--- config.mk ---
export PLATFORM = sky130hd
export DESIGN_NAME = dbg_hit_qualifier
export DESIGN_NICKNAME = d
export VERILOG_FILES = /design/src/rtl/dbg_qual_pkg.sv /design/src/rtl/dbg_addr_match.sv /design/src/rtl/dbg_bp_qual.sv /design/src/rtl/dbg_wp_qual.sv /design/src/rtl/dbg_hit_qualifier.sv
export SDC_FILE = /design/constraint.sdc
export NUM_CORES = 1
export LEC_CHECK = 0
export CORE_AREA = 2 2 178 180
export CTS_CLUSTER_DIAMETER = 150
export DETAILED_ROUTE_END_ITERATION = 6
export DIE_AREA = 0 0 180 182
export GPL_TIMING_DRIVEN = 1
export PLACE_DENSITY = 0.54
export SLEW_MARGIN = 20
export SYNTH_ARGS = -nofsm -noshare
export SYNTH_HDL_FRONTEND = slang
export SYNTH_SLANG_ARGS = --single-unit
--- constraint.sdc ---
create_clock -name clk -period 3 [get_ports clk]
set_input_delay 0.45 -clock clk [delete_from_list [all_inputs] [get_ports clk]]
set_output_delay 0.45 -clock clk [all_outputs]
set_load 0.03 [all_outputs]
--- src/rtl/dbg_qual_pkg.sv ---
`timescale 1ns/1ps
package dbg_qual_pkg;
   typedef enum logic [1:0] {
      PRIV_OFF  = 2'd0,
      PRIV_PROB = 2'd1,
      PRIV_SUP  = 2'd2,
      PRIV_HYP  = 2'd3
   } priv_sel_e;

   localparam int BP_CODE_LO = 33;
   localparam int BP_CODE_HI = 43;
   localparam int WP_CODE    = 41;
endpackage

--- src/rtl/dbg_addr_match.sv ---
`timescale 1ns/1ps
module dbg_addr_match #(
   parameter int ADDR_W = 64,
   parameter int IGN    = 3
) (
   input  logic              valid,
   input  logic [ADDR_W-1:0] addr_a,
   input  logic [ADDR_W-1:0] addr_b,
   output logic              hit
);
   initial begin
      if (IGN < 0 || IGN >= ADDR_W) $error("dbg_addr_match: IGN out of range");
   end

   generate
      if (IGN == 0) begin : g_exact
         assign hit = valid && (addr_a == addr_b);
      end else begin : g_masked
         localparam logic [ADDR_W-1:0] CMP_MASK = ~((ADDR_W'(1) << IGN) - ADDR_W'(1));
         assign hit = valid && (((addr_a ^ addr_b) & CMP_MASK) == '0);
      end
   endgenerate
endmodule

--- src/rtl/dbg_bp_qual.sv ---
`timescale 1ns/1ps
module dbg_bp_qual
   import dbg_qual_pkg::*;
(
   input  logic       addr_hit,
   input  logic [1:0] priv,
   input  logic       mode_prob,
   input  logic       mode_hyp,
   output logic       qual
);
   priv_sel_e sel;
   logic      state_ok;

   assign sel = priv_sel_e'(priv);

   always_comb begin
      unique case (sel)
         PRIV_PROB: state_ok = mode_prob;
         PRIV_SUP:  state_ok = !mode_prob && !mode_hyp;
         PRIV_HYP:  state_ok = !mode_prob && mode_hyp;
         default:   state_ok = 1'b0;
      endcase
   end

   assign qual = addr_hit && state_ok;
endmodule

--- src/rtl/dbg_wp_qual.sv ---
`timescale 1ns/1ps
module dbg_wp_qual (
   input  logic addr_hit,
   input  logic en_prob,
   input  logic en_sup,
   input  logic en_hyp,
   input  logic xlat,
   input  logic xlat_ign,
   input  logic mode_prob,
   input  logic mode_hyp,
   input  logic mode_reloc,
   output logic qual
);
   logic state_ok;
   logic xlat_ok;

   always_comb begin
      if (mode_prob)     state_ok = en_prob;
      else if (mode_hyp) state_ok = en_hyp;
      else               state_ok = en_sup;
   end

   assign xlat_ok = xlat_ign || (mode_reloc == xlat);
   assign qual    = addr_hit && state_ok && xlat_ok;
endmodule

--- src/rtl/dbg_hit_qualifier.sv ---
`timescale 1ns/1ps
module dbg_hit_qualifier
   import dbg_qual_pkg::*;
#(
   parameter int ADDR_W   = 64,
   parameter int STATUS_W = 64,
   parameter int BP_IGN   = 2,
   parameter int WP_IGN   = 3
) (
   input  logic                clk,
   input  logic                rst_n,
   input  logic                mode_prob,
   input  logic                mode_hyp,
   input  logic                mode_reloc,
   input  logic                fetch_valid,
   input  logic [ADDR_W-1:0]   fetch_addr,
   input  logic [ADDR_W-1:0]   bp_addr,
   input  logic [1:0]          bp_priv,
   input  logic                data_valid,
   input  logic [ADDR_W-1:0]   data_addr,
   input  logic [ADDR_W-1:0]   wp_addr,
   input  logic                wp_en_prob,
   input  logic                wp_en_sup,
   input  logic                wp_en_hyp,
   input  logic                wp_xlat,
   input  logic                wp_xlat_ign,
   output logic                bp_hit,
   output logic [STATUS_W-1:0] bp_status,
   output logic                wp_hit,
   output logic [STATUS_W-1:0] wp_status,
   output logic [ADDR_W-1:0]   wp_fault_addr
);
   localparam logic [STATUS_W-1:0] BP_CODE =
      (STATUS_W'(1) << BP_CODE_LO) | (STATUS_W'(1) << BP_CODE_HI);
   localparam logic [STATUS_W-1:0] WP_CODE_V = STATUS_W'(1) << WP_CODE;

   initial begin
      if (STATUS_W <= BP_CODE_HI) $error("dbg_hit_qualifier: STATUS_W too small");
      if (ADDR_W <= WP_IGN || ADDR_W <= BP_IGN) $error("dbg_hit_qualifier: ADDR_W too small");
   end

   logic bp_addr_hit, wp_addr_hit;
   logic bp_q, wp_q;
   logic bp_pend;
   logic bp_go;

   dbg_addr_match #(.ADDR_W(ADDR_W), .IGN(BP_IGN)) u_bp_match (
      .valid (fetch_valid),
      .addr_a(fetch_addr),
      .addr_b(bp_addr),
      .hit   (bp_addr_hit)
   );

   dbg_addr_match #(.ADDR_W(ADDR_W), .IGN(WP_IGN)) u_wp_match (
      .valid (data_valid),
      .addr_a(data_addr),
      .addr_b(wp_addr),
      .hit   (wp_addr_hit)
   );

   dbg_bp_qual u_bp_qual (
      .addr_hit (bp_addr_hit),
      .priv     (bp_priv),
      .mode_prob(mode_prob),
      .mode_hyp (mode_hyp),
      .qual     (bp_q)
   );

   dbg_wp_qual u_wp_qual (
      .addr_hit  (wp_addr_hit),
      .en_prob   (wp_en_prob),
      .en_sup    (wp_en_sup),
      .en_hyp    (wp_en_hyp),
      .xlat      (wp_xlat),
      .xlat_ign  (wp_xlat_ign),
      .mode_prob (mode_prob),
      .mode_hyp  (mode_hyp),
      .mode_reloc(mode_reloc),
      .qual      (wp_q)
   );

   // A breakpoint goes out when no new watchpoint claims the cycle.
   assign bp_go = !wp_q && (bp_pend || bp_q);

   always_ff @(posedge clk) begin
      if (!rst_n) begin
         bp_hit        <= 1'b0;
         wp_hit        <= 1'b0;
         bp_status     <= '0;
         wp_status     <= '0;
         wp_fault_addr <= '0;
         bp_pend       <= 1'b0;
      end else begin
         wp_hit    <= wp_q;
         bp_hit    <= bp_go;
         wp_status <= wp_q  ? WP_CODE_V : '0;
         bp_status <= bp_go ? BP_CODE   : '0;
         if (wp_q) begin
            wp_fault_addr <= data_addr;
            bp_pend       <= bp_pend || bp_q;
         end else begin
            bp_pend       <= bp_pend && bp_q;
         end
      end
   end
endmodule

==> results of run 1 <==
==> metal layers <==
metal	vias to the layer above	share of wire (%)	wire, um	track usage [%]
li1	2268	-	-	-
met1	2005	36	6920	11.3
met2	283	49	9400	19.6
met3	18	12	2260	5.66
met4	0	2.6	504	4.52
met5	-	0	0	0
==> registers in the layout (all words and copies together) (netlist names) <==
| name | flops |
|---|---|
| wp_hit | 1 |
| wp_fault_addr | 64 |
| bp_pend | 1 |
| bp_status | 1 |
==> power by group <==
group | leakage [nW] | internal, mW | switching, mW
logic | 2.49 | 0.420 | 0.403
registers | 0.539 | 0.890 | 0
clock network | 0.179 | 0.878 | 0.406
==> stage by stage <==
stage | power (mW) | TNS [ns]
5_1_grt | 3.12 | 0
6_report | 3.00 | 0
3_5_place_dp | 1.74 | -14.20
2_1_floorplan | 1.40 | 0
4_1_cts | 3.06 | 0
3_3_place_gp | 1.74 | -11.41
==> worst max-delay path by stage <==
stage | startpoint | to | slack [ns] | depth (start not counted)
final | data_addr[18] | wp_fault_addr[29] | 0.25 | 10
after detailed placement | data_addr[62] | wp_fault_addr[29] | -0.27 | 10
after global routing | data_addr[62] | wp_fault_addr[23] | 0.07 | 10
after CTS | data_addr[62] | wp_fault_addr[29] | 0.11 | 10
after global placement | data_addr[62] | wp_fault_addr[63] | -0.20 | 10
after floorplan | data_addr[18] | wp_fault_addr[0] | 0.67 | 9
==> layout make-up <==
cell class              count  area (um^2)
clock buffers              12          267
diodes                      2         5.00
fillers                  3316        22200
flip-flops and latches     67         1340
repair buffers            355         3540
multi-input cells         446         3010
clock inverters             4         95.1
inverters                  17         63.8
well taps                 402          503
==> worst reg2reg max path: cells and delay by family, from the launching register on <==
| kind | cells | cell delay, ns |
|---|---|---|
| mux | 1 | 0.14 |
| simple gates | 1 | 0.06 |
| flops | 1 | 0.32 |
==> synthesized netlist by cell type (2+ instances only) <==
master / number / share of area, %
a2111o_1: 3 / 0.67
nand2_1: 5 / 0.37
dfxtp_1: 67 / 27
xnor2_1: 49 / 8.5
xor2_1: 53 / 9.2
inv_1: 17 / 1.3
nand3_1: 4 / 0.40
mux2i_1: 65 / 13
buf_12: 5 / 2.0
o221ai_1: 2 / 0.35
o22ai_1: 6 / 0.74
nand4_1: 14 / 1.7
buf_4: 129 / 19
clkbuf_1: 7 / 0.52
nor2b_1: 74 / 9.2
o21ai_0: 3 / 0.30
nand2b_1: 10 / 1.2
nor4_1: 20 / 2.5
o2111ai_1: 3 / 0.52
==> logic make-up after synthesis <==
kind of cell,share of synthesized area [%]
buffers and inverters,23.1
AOI/OAI and AO/OA,3.34
muxes,12.9
xor gates and xnor gates,17.7
DFF,26.5
other,0.0742
and+or+nand+nor,16.4
==> impl_metrics.yaml, run 1 <==
finish:
  fin_util_pct: 28.5
  final_area_um2: 8820
  final_nets: 1166
  final_common_cell: "clkdlybuf4s50_1"
  final_cell_mix: "clkdlybuf4s50_1, conb_1, nor2b_1"
  drive_gt1_share_pct: 4.77
  fin_cells: 1305
  syn2layout_area_growth_pct: 74.5
place:
  post-place-cells: 1287
  preCtsSetupSlack_ns: -0.272
  hpwl_um: 16600
  gp_congestion: 0.809
  placed_cell_area_um2: 8460
  portBuffers: 331
power:
  ir_drop_v: 0.000306
  p_per_area_nw_per_um2: 340
  power_leakage_nw: 3.21
die:
  core_area_um2: 31000
  initial_utilization_pct: 16.3
  fp.dieH_um: 182
  ios: 464
  die_w_um: 180
  dieArea_um2: 32800
  rows: 65
run_status:
  status: "complete, no violations"
logic_synthesis:
  synth-seq-cells: 67
  synth-edff-count: 0
  yosys_warnings: 0
  ys_seq_area_share_pct: 26.5
  netlist_area_um2: 5050
  avgSynthCellArea_um2: 9.22
  synthCells: 548
  synth-main-ff-cell: "dfxtp_1"
  synthDistinctLibCells: 31
  async_reset_ff_share_pct: 0
grt:
  grt_pass1_wl_um: 27200
  grt_usage_pct: 11.2
  grt_pass1_vias: 4626
  grt_overflow: 0
  grt_max_degree: 68
  antenna_found_initial: 3
route:
  dr.pass1.iters: 4
  ant_nets: 0
  vias: 4574
  via_per_inst: 3.50
  wl_per_cell_um: 14.6
  drc: 0
  routed_wl_um: 19100
  drtIter0Drc: 38
worst_hold_path:
  hold_end: "bp_pend"
  hold_class: "reg -> reg"
  holdPathStages: 2
  min_from: "bp_pend"
cts:
  h-tree-depth: 3
  clk_pin_slew_ns: 0.06
  cts_buffers: 9
  post_cts_resized: 0
  holdBufCountCts: 0
  post-cts-setup-buffer-count: 0
  cts_sinks: 67
  root_buffer: "clkbuf_16"
  cts_buffer_depth: 2
  insertion_delay_ns: 0.34
  cts_tree: "yes"
critical_path:
  crit_top_cell: "buf_4"
  critPathMaxStageDelay_ns: 0.61
  cp.buffers_inverters: 3
  critPathArrivalTime_ns: 2.98
  crit_chain: "clkdlybuf4s50_1 > xor2_1 > a21oi_1 > nand4_1 > or4_4 > nor4_4 > buf_4 > buf_4 > mux2i_1 > nor2b_1"
  crit_fanout: 6
  critical_path.endpoint_type: "register"
  critPathTopFamily: "simple AND/OR/NAND/NOR gates"
  rrSetupSlack_ns: 2.37
  crit_required_ns: 3.23
  critPathLaunchType: "input port"
  rr_endpoint: "wp_fault_addr[29]"
  worstReg2RegStart: "wp_fault_addr[29]"
  crit_type: "in -> reg"
  reg2regPathDepth: 2
  cp_slowest_cell: "or4_4"
timing:
  tightest_slew_ns: 0.625
  fin_ws_ns: 0.255
  finalSetupViolCount: 0
  fin_crit_sh_pct: 91.5
  finalCriticalPeriod_ns: 2.75
  clock.fmax_ghz: 0.364
  hold_violations: 0
  rsz0062_at_grt: "no"
  fin_hold_ws_ns: 0.485
  fin_skew_ns: 0.0000819
  relSlewSlack_pct: 58.4
  final_max_slew_viol_count: 0
run:
  maxCapViolCount: 0
Power figures use the tool's default switching activity.
==> inputs of run 2 (changes only) <==
GPL_TIMING_DRIVEN = default   (was 1)
==> results of run 2 <==
The final DEF is identical to that of run 1; final timing and power are the same.
